$ cat src/rtl/adc_trig_pkg.sv
package adc_trig_pkg;

    typedef enum logic [1:0] {
        Q_OFF   = 2'd0,
        Q_REARM = 2'd1,
        Q_ARMED = 2'd2,
        Q_HOLD  = 2'd3
    } qual_state_e;

    localparam logic [1:0] COND_LOW_LVL  = 2'b00;
    localparam logic [1:0] COND_HIGH_LVL = 2'b01;
    localparam logic [1:0] COND_FALL     = 2'b10;
    localparam logic [1:0] COND_RISE     = 2'b11;

    localparam logic [1:0] SRC_EXT_PIN   = 2'b00;

endpackage

$ cat src/rtl/trig_sync.sv
module trig_sync #(
    parameter int STAGES = 2
) (
    input  logic clk,
    input  logic rst_n,
    input  logic async_i,
    output logic sync_o
);
    logic [STAGES-1:0] chain_q;

    generate
        for (genvar g = 0; g < STAGES; g++) begin : g_stage
            if (g == 0) begin : g_first
                always_ff @(posedge clk or negedge rst_n) begin
                    if (!rst_n) chain_q[g] <= 1'b0;
                    else        chain_q[g] <= async_i;
                end
            end else begin : g_next
                always_ff @(posedge clk or negedge rst_n) begin
                    if (!rst_n) chain_q[g] <= 1'b0;
                    else        chain_q[g] <= chain_q[g-1];
                end
            end
        end
    endgenerate

    assign sync_o = chain_q[STAGES-1];
endmodule

$ cat src/rtl/trig_stab_filter.sv
module trig_stab_filter #(
    parameter int HOLD = 8
) (
    input  logic clk,
    input  logic rst_n,
    input  logic sync_i,
    output logic flt_o,
    output logic ok_o
);
    localparam int CNT_W = $clog2(HOLD + 1);
    localparam logic [CNT_W-1:0] CNT_MAX = CNT_W'(HOLD);
    localparam logic [CNT_W-1:0] CNT_ONE = CNT_W'(1);

    logic             last_q;
    logic [CNT_W-1:0] run_q;
    logic             flt_q;
    logic             ok_q;

    always_ff @(posedge clk or negedge rst_n) begin
        if (!rst_n) begin
            last_q <= 1'b0;
            run_q  <= '0;
            flt_q  <= 1'b0;
            ok_q   <= 1'b0;
        end else if (sync_i != last_q) begin
            last_q <= sync_i;
            run_q  <= CNT_ONE;
        end else begin
            if (run_q != CNT_MAX) run_q <= run_q + CNT_ONE;
            if (run_q == CNT_MAX) begin
                flt_q <= last_q;
                ok_q  <= 1'b1;
            end
        end
    end

    assign flt_o = flt_q;
    assign ok_o  = ok_q;


    flt_follows_input_chk: assert property (@(posedge clk) disable iff (!rst_n)
        !$stable(flt_q) |-> ($past(sync_i) == flt_q));
endmodule

$ cat src/rtl/trig_edge_det.sv
module trig_edge_det (
    input  logic clk,
    input  logic rst_n,
    input  logic flt_i,
    input  logic ok_i,
    output logic rise_o,
    output logic fall_o
);
    logic prev_flt_q;
    logic prev_ok_q;

    always_ff @(posedge clk or negedge rst_n) begin
        if (!rst_n) begin
            prev_flt_q <= 1'b0;
            prev_ok_q  <= 1'b0;
        end else begin
            prev_flt_q <= flt_i;
            prev_ok_q  <= ok_i;
        end
    end

    assign rise_o = prev_ok_q & ok_i & ~prev_flt_q &  flt_i;
    assign fall_o = prev_ok_q & ok_i &  prev_flt_q & ~flt_i;


    single_rise_pulse_chk: assert property (@(posedge clk) disable iff (!rst_n)
        rise_o |=> !rise_o);

    single_fall_pulse_chk: assert property (@(posedge clk) disable iff (!rst_n)
        fall_o |=> !fall_o);
endmodule

$ cat src/rtl/trig_qual_fsm.sv
module trig_qual_fsm
    import adc_trig_pkg::*;
(
    input  logic clk,
    input  logic rst_n,
    input  logic allow_i,
    input  logic lvl_mode_i,
    input  logic lvl_active_i,
    input  logic lvl_idle_i,
    input  logic edge_hit_i,
    input  logic start_q_i,
    input  logic start_nxt_i,
    output logic fire_o,
    output logic armed_o
);
    qual_state_e state_q;
    qual_state_e state_d;

    always_comb begin
        state_d = state_q;
        unique case (state_q)
            Q_OFF: begin
                if (start_nxt_i)  state_d = Q_HOLD;
                else if (allow_i) state_d = Q_REARM;
            end
            Q_REARM: begin
                if (start_nxt_i)                     state_d = Q_HOLD;
                else if (!allow_i)                   state_d = Q_OFF;
                else if (!lvl_mode_i || lvl_idle_i)  state_d = Q_ARMED;
            end
            Q_ARMED: begin
                if (start_nxt_i)   state_d = Q_HOLD;
                else if (!allow_i) state_d = Q_OFF;
            end
            Q_HOLD: begin
                if (!start_nxt_i) state_d = Q_REARM;
            end
            default: state_d = Q_OFF;
        endcase
    end

    always_ff @(posedge clk or negedge rst_n) begin
        if (!rst_n) state_q <= Q_OFF;
        else        state_q <= state_d;
    end

    always_comb begin
        fire_o  = 1'b0;
        armed_o = 1'b0;
        unique case (state_q)
            Q_ARMED: begin
                armed_o = 1'b1;
                fire_o  = allow_i && !start_q_i &&
                          (lvl_mode_i ? lvl_active_i : edge_hit_i);
            end
            default: begin
                armed_o = 1'b0;
                fire_o  = 1'b0;
            end
        endcase
    end


    armed_excl_chk: assert property (@(posedge clk) disable iff (!rst_n)
        armed_o |-> !start_q_i);

    rearm_needs_idle_chk: assert property (@(posedge clk) disable iff (!rst_n)
        ($past(state_q == Q_REARM) && state_q == Q_ARMED && $past(lvl_mode_i))
            |-> $past(lvl_idle_i));
endmodule

$ cat src/rtl/adc_ext_trig_qual.sv
module adc_ext_trig_qual
    import adc_trig_pkg::*;
#(
    parameter int SYNC_STAGES = 2,
    parameter int LEVEL_HOLD  = 8,
    parameter int EDGE_HOLD   = 4
) (
    input  logic       clk,
    input  logic       rst_n,
    input  logic       trig_pin,
    input  logic       trig_en,
    input  logic [1:0] trig_cond,
    input  logic       scan_single,
    input  logic       src_wr,
    input  logic [1:0] src_wdata,
    input  logic       sw_start,
    input  logic       seq_done,
    output logic       conv_start,
    output logic       trig_armed,
    output logic [1:0] trig_src
);
    logic       pin_sync;
    logic       lvl_flt, lvl_ok;
    logic       edg_flt, edg_ok;
    logic       edg_rise, edg_fall;
    logic       start_q, start_nxt;
    logic [1:0] src_q;
    logic       allow;
    logic       lvl_mode;
    logic       lvl_active, lvl_idle, edge_hit;
    logic       fire;

    trig_sync #(.STAGES(SYNC_STAGES)) u_sync (
        .clk     (clk),
        .rst_n   (rst_n),
        .async_i (trig_pin),
        .sync_o  (pin_sync)
    );

    trig_stab_filter #(.HOLD(LEVEL_HOLD)) u_lvl_flt (
        .clk    (clk),
        .rst_n  (rst_n),
        .sync_i (pin_sync),
        .flt_o  (lvl_flt),
        .ok_o   (lvl_ok)
    );

    trig_stab_filter #(.HOLD(EDGE_HOLD)) u_edg_flt (
        .clk    (clk),
        .rst_n  (rst_n),
        .sync_i (pin_sync),
        .flt_o  (edg_flt),
        .ok_o   (edg_ok)
    );

    trig_edge_det u_edge (
        .clk    (clk),
        .rst_n  (rst_n),
        .flt_i  (edg_flt),
        .ok_i   (edg_ok),
        .rise_o (edg_rise),
        .fall_o (edg_fall)
    );

    always_comb begin
        allow      = trig_en && scan_single && (src_q == SRC_EXT_PIN);
        lvl_mode   = !trig_cond[1];
        lvl_active = lvl_ok && (lvl_flt == trig_cond[0]);
        lvl_idle   = lvl_ok && (lvl_flt != trig_cond[0]);
        edge_hit   = trig_cond[0] ? edg_rise : edg_fall;
    end

    trig_qual_fsm u_fsm (
        .clk          (clk),
        .rst_n        (rst_n),
        .allow_i      (allow),
        .lvl_mode_i   (lvl_mode),
        .lvl_active_i (lvl_active),
        .lvl_idle_i   (lvl_idle),
        .edge_hit_i   (edge_hit),
        .start_q_i    (start_q),
        .start_nxt_i  (start_nxt),
        .fire_o       (fire),
        .armed_o      (trig_armed)
    );

    assign start_nxt = fire || sw_start || (start_q && !seq_done);

    always_ff @(posedge clk or negedge rst_n) begin
        if (!rst_n) begin
            start_q <= 1'b0;
            src_q   <= SRC_EXT_PIN;
        end else begin
            start_q <= start_nxt;
            if (src_wr && !trig_en && !start_q) src_q <= src_wdata;
        end
    end

    assign conv_start = start_q;
    assign trig_src   = src_q;


    hw_start_needs_allow_chk: assert property (@(posedge clk) disable iff (!rst_n)
        ($rose(start_q) && !$past(sw_start))
            |-> $past(trig_en && scan_single && (src_q == SRC_EXT_PIN)));

    src_write_blocked_chk: assert property (@(posedge clk) disable iff (!rst_n)
        $past(src_wr && (trig_en || start_q)) |-> $stable(src_q));

    start_clears_on_done_chk: assert property (@(posedge clk) disable iff (!rst_n)
        $past(start_q && seq_done && !sw_start) |-> !start_q);

    sw_start_sets_chk: assert property (@(posedge clk) disable iff (!rst_n)
        $past(sw_start) |-> start_q);
endmodule

$ cat config.mk
export PLATFORM = sky130hd
export DESIGN_NAME = adc_ext_trig_qual
export DESIGN_NICKNAME = d
export VERILOG_FILES = /design/src/rtl/adc_trig_pkg.sv /design/src/rtl/trig_sync.sv /design/src/rtl/trig_stab_filter.sv /design/src/rtl/trig_edge_det.sv /design/src/rtl/trig_qual_fsm.sv /design/src/rtl/adc_ext_trig_qual.sv
export SDC_FILE = /design/constraint.sdc
export NUM_CORES = 1
export LEC_CHECK = 0
export BUFFER_PORTS_ARGS = -buffer_cell sky130_fd_sc_hd__buf_2
export CORE_ASPECT_RATIO = 1.2
export CORE_MARGIN = 5
export CORE_UTILIZATION = 53
export CTS_BUF_LIST = sky130_fd_sc_hd__clkbuf_16
export DETAILED_ROUTE_END_ITERATION = 16
export MAX_ROUTING_LAYER = met4
export PLACE_DENSITY_LB_ADDON = 0.05
export RECOVER_POWER = 100
export SLEW_MARGIN = 10
export SYNTH_ARGS = -nofsm -noshare
export SYNTH_HDL_FRONTEND = slang
export SYNTH_SLANG_ARGS = --single-unit
$ cat constraint.sdc
create_clock -name clk -period 1.52 [get_ports clk]
set_input_delay 0.152 -clock clk [delete_from_list [all_inputs] [get_ports clk]]
set_output_delay 0.152 -clock clk [all_outputs]
set_load 0.02 [all_outputs]
**Yosys cells after proc, flatten, opt, wreduce, memory -nomap -nowiden**

Cells that the tools add are included.

- Register bits after elaboration: 22
- Latch bits: 0
- Memory bits (writable): 0
- Bits in read-only memories: 0
- Bits of input ports: 12
- Output and inout bits: 4
- Word-level logic and storage cells: 80
- Memories kept: 0

- $add $sub $neg: 2
- Multipliers: 0
- Div/mod/pow operators: 0
- $lt $le $gt $ge: 0
- Eq/ne operators: 15
- Shift-type cells: 0
- Multiplexer cells: 17
- Bitwise operators: 9
- Reduce and logical (&&, ||, !) cells: 22

Operators with widths:

| operator | number |
|---|---|
| $mux W2 | 8 |
| $logic_and A1 B1 Y1 | 9 |
| $mux W4 | 2 |
| $ne A4 B4 Y1 const B | 2 |
| $pmux W2 S4 | 1 |
| $mux W3 | 2 |
| $ne A3 B3 Y1 const B | 2 |
| $and A1 B1 Y1 | 5 |
| $add A4 B1 Y4 const B | 1 |
| $eq A2 B2 Y1 const B | 2 |
| $eq A4 B4 Y1 const B | 1 |
| $logic_not A2 Y1 | 2 |
| $mux W1 | 4 |
| $not A1 Y1 | 4 |
| $reduce_and A2 Y1 | 2 |
| $reduce_and A4 Y1 | 1 |
| $reduce_bool A2 Y1 | 2 |
| $add A3 B1 Y3 const B | 1 |
| $eq A3 B3 Y1 const B | 1 |
| $logic_not A1 Y1 | 3 |
| $logic_or A1 B1 Y1 | 3 |
| $ne A1 B1 Y1 | 3 |
| $ne A3 B2 Y1 const B | 1 |
| $eq A2 B1 Y1 const B | 1 |
| 2 further kinds | 2 |

**Logic depth before layout (Yosys ltp)**

- Depth in word-level cells: 11
- Gate-level depth with buffers: 6
- Mapped depth without buffers: 6

**Hierarchy**

From an unflattened synthesis, not the netlist that was laid out.

- Cells, all modules: 90
- Area total of the unflattened synthesis: 1054.8 µm²

Modules (own cells, without submodules):

| module | instances | cells each | area each (µm²) | sequential area each (µm²) |
|---|---|---|---|---|
| trig_stab_filter at u_lvl_flt | 1 | 28 | 337.8 | 175.2 |
| trig_stab_filter at u_edg_flt | 1 | 28 | 307.8 | 150.1 |
| adc_ext_trig_qual | 1 | 16 | 167.7 | 75.1 |
| trig_qual_fsm | 1 | 12 | 121.4 | 50.0 |
| trig_edge_det | 1 | 4 | 70.1 | 50.0 |
| trig_sync | 1 | 2 | 50.0 | 50.0 |

**Worst setup path after synthesis**

OpenSTA, ideal clock, no wires.

- Path kind: flip-flop to flip-flop
- Start: register start_q, in the netlist conv_start
- End: register src_q[0], in the netlist trig_src[0]
- Library setup time: 0.125 ns
- Data arrival time: 1.110 ns
- Required time: 1.395 ns
- Setup slack: 0.285 ns
- Stages on the path, launching flop included: 3
- Path buffers: 0
- Clock period less this slack: 1.235 ns
- Path through: dfrtp_1 -> nor3b_1 -> mux2_2

- Longest elaborated chain between the ends: 2

Ends and longest elaborated chain:

| item | line | RTL |
|---|---|---|
| start: declaration | adc_ext_trig_qual.sv:26 | `logic start_q, start_nxt;` |
| start signal: assignment | adc_ext_trig_qual.sv:94 | `start_q <= start_nxt;` |
| $logic_not A1 Y1 | adc_ext_trig_qual.sv:95 | `if (src_wr && !trig_en && !start_q) src_q <= src_wdata;` |
| $logic_and A1 B1 Y1 | adc_ext_trig_qual.sv:95 |  |
| end signal: assignment | adc_ext_trig_qual.sv:95 |  |
| end: declaration | adc_ext_trig_qual.sv:27 | `logic [1:0] src_q;` |

Every way passes these cells.
A chain may end at the register's enable or synchronous reset.

**Final worst setup path**

- Start: register u_lvl_flt.run_q[0]
- End: register u_lvl_flt.run_q[0]

- Longest elaborated chain between the ends: 3
- Elaborated cells between the ends (all ways): 5
- Those cells by class: add/sub (1); eq/ne (1); mux (2); reduce/logical (1)

Ends and longest elaborated chain:

| item | line | RTL |
|---|---|---|
| start: declaration | trig_stab_filter.sv:15 | `logic [CNT_W-1:0] run_q;` |
| start signal: assignment | trig_stab_filter.sv:29 | `if (run_q != CNT_MAX) run_q <= run_q + CNT_ONE;` |
| $add A4 B1 Y4 | trig_stab_filter.sv:29 |  |
| $mux W4 | trig_stab_filter.sv:29 |  |
| $mux W4 | trig_stab_filter.sv:25 | `end else if (sync_i != last_q) begin` |

Parallel ways exist; a longest one is shown, timed or not. The select of a mux whose other input is x is not followed.

==> impl_results.md <==
* Outcome: complete, no violations
* Initial antenna violation count at 0
* Unrepaired setup endpoints after global routing: no
* Pwr Density at 1410 mW/mm2
* DRC Markers at 0
* CP Data Required Time at 1650 ps
* Synth Area per Inst at 11.0 um2
* Critical Path AT at 1370 ps
* DR WL/cell at 13.0 um
* Largest net degree at the start of global routing at 23
* Distinct cells, synth at 26
* Worst vdd ir at 0.979 mV
* DIE HEIGHT at 57.0 um
* FF+latch count, synth at 22
* Slew headroom at 0.645
* Tot GR Track Use at 0.130
* PortBufs at 15
* Sum of negative setup slack at 0 ps
* Final instance area at 0.00115 mm2
* Die ar. at 0.00280 mm2
* Total power at 1.62 mW
* Mapped cell area at 976 um2
* Crit-path max FO at 3
* # resized after CTS at 0
* Antenna-violating nets left at 0
* DP Area at 0.00107 mm2
* Fmax at 0.808 GHz
* CTS Hold Bufs at 1
* Die X at 49.2 um
* Routed wire length at 1.62 mm
* Final hold vios at 0
* Reg2reg setup slack at 280 ps
* Synth Warn # at 0
* Register area share after synthesis at 0.564
* Minimum clock period at 1240 ps
* CTS tree: built
* Layout cells sized above 1 at 0.151
* Worst Tran Pin Value at 533 ps
* First-pass GRT wire length at 2.75 mm
* Post-Place Cells at 121
* Max Slew Vio Count at 0
* Rows at 17
* I/O pins at 16
* Worst hold path cell count at 1
* Routability cong. at 0.700
* Starting density of the core at 0.540
* Hold crit path type: input pin to register
* Drt via density at 5.34
* Clock Latency Late Sink at 250 ps
* Crit share post-route at 0.814
* Sink Count at 22
* CTS root buf: clkbuf_16
* Clock buffer count from CTS at 3
* DRT Pass-1 Iters at 4
* Synth-to-layout area growth at 17.6%
* DP HPWL at 1.18 mm
* Final setup vio count at 0
* Crit end category: register
* Fillcell total at 150
* Vias at 667
* Post-synthesis cell count at 89
* Global route total overflow at 0
* Reg clk slew, reported paths at 50 ps
* Final nets at 124
* Crit Path Category: register to register
* Commonest non-fill, non-tap cell in the layout: dfrtp_1
* Initial DRC Count at 7
* Area of the core at 0.00181 mm2
* R2R depth at 5
* Worst Skew at 2.99 ps
* Max_cap viols at 0
* Net Count, Synth at 105
* H-tree depth at 1
* P_leak at 0.512 nW
* Startpoint Class: register
* Most frequent cells in the layout: 22 x dfrtp_1, 10 x buf_2, 7 x nand2_1, 6 x inv_1, 6 x o21ai_0
* Final cell count without fillers at 125
* Post-CTS Setup Bufs at 0
* N_diodes at 0
* Number of global-route vias before repair at 653
* Buffer depth of the longest clock path at 2
-- registers in the layout, summed over array words and instances, names as in the netlist, 2 cells and up --
signal / cells
u_fsm.state_q: 2
u_edg_flt.run_q: 3
trig_src: 2
u_lvl_flt.run_q: 4
-- through the flow --
stage               setup WS [ps]  hold slack [ps]   util
floorplan                     285             -144      -
global placement              347              134  0.590
detailed placement            317              137  0.590
CTS                           272             2.95  0.637
global route                  157             6.67  0.635
finish                        283             6.13  0.635
-- area by class of cell --
class,count,area [um2],area share
inverters,6,22.5,0.0196
multi-input cells,59,395,0.345
repair buffers,16,80.1,0.0698
well taps,19,23.8,0.0207
clock buffers,3,75.1,0.0654
flip-flops and latches,22,551,0.480
-- Yosys cell counts (all sizes together) --
| cell type | n | area, um2 |
|---|---|---|
| a21oi | 4 | 20.0 |
| a22oi | 1 | 7.51 |
| a31oi | 2 | 12.5 |
| and2 | 1 | 6.26 |
| and3b | 1 | 8.76 |
| clkbuf | 2 | 7.51 |
| dfrtp | 22 | 551 |
| ha | 4 | 50.1 |
| inv | 6 | 22.5 |
| mux2 | 2 | 22.5 |
| nand2 | 7 | 26.3 |
| nand2b | 2 | 12.5 |
| nand3 | 4 | 20.0 |
| nand3b | 2 | 15.0 |
| nand4bb | 1 | 11.3 |
| nor2 | 5 | 18.8 |
| nor2b | 1 | 6.26 |
| nor3 | 2 | 10.0 |
| nor3b | 3 | 22.5 |
| o21ai | 6 | 30.0 |
| o21ba | 1 | 10.0 |
| o21bai | 2 | 15.0 |
| or3b | 1 | 8.76 |
| xnor2 | 3 | 26.3 |
| xor2 | 4 | 35.0 |
-- worst paths after layout --
path	start	end
max	u_lvl_flt.run_q[0]	u_lvl_flt.run_q[0]
min	trig_pin	u_sync.chain_q[0]
max reg2reg	u_lvl_flt.run_q[0]	u_lvl_flt.run_q[0]
min reg2reg	u_sync.chain_q[0]	u_sync.sync_o
max in group asynchronous	rst_n	u_lvl_flt.run_q[0]
min in group asynchronous	rst_n	u_lvl_flt.ok_o
-- critical path, stage by stage, from the launching register on --
cell and delay [ps]:
dfrtp_1 370, inv_1 70, ha_1 200, and3b_1 220, xnor2_1 170, nand2b_1 80
-- routing by layer --
| metal | global-route usage | part of all wire | up-vias |
|---|---|---|---|
| met5 | - | 0 | - |
| met4 | 0.0692 | 0.0062 | 0 |
| met3 | 0.0418 | 0.041 | 2 |
| met2 | 0.193 | 0.52 | 9 |
| met1 | 0.157 | 0.43 | 319 |
| li1 | - | - | 337 |
-- kinds of logic after synthesis --
group | after synthesis | synth area share
and+or+nand+nor | 30 | 0.171
AOI/OAI and AO/OA | 16 | 0.0974
buffers and inverters | 8 | 0.0308
adders and majority gates | 4 | 0.0513
muxes | 2 | 0.0231
xor gates and xnor gates | 7 | 0.0628
DFF | 22 | 0.564
-- power by group --
group / switching [mW] / total, mW / internal, mW
clock network: 0.185 / 0.532 / 0.347
registers: 0.0916 / 0.794 / 0.703
logic: 0.150 / 0.297 / 0.147
total: 0.427 / 1.62 / 1.20
Note: power is estimated with default switching activity, not from simulation.
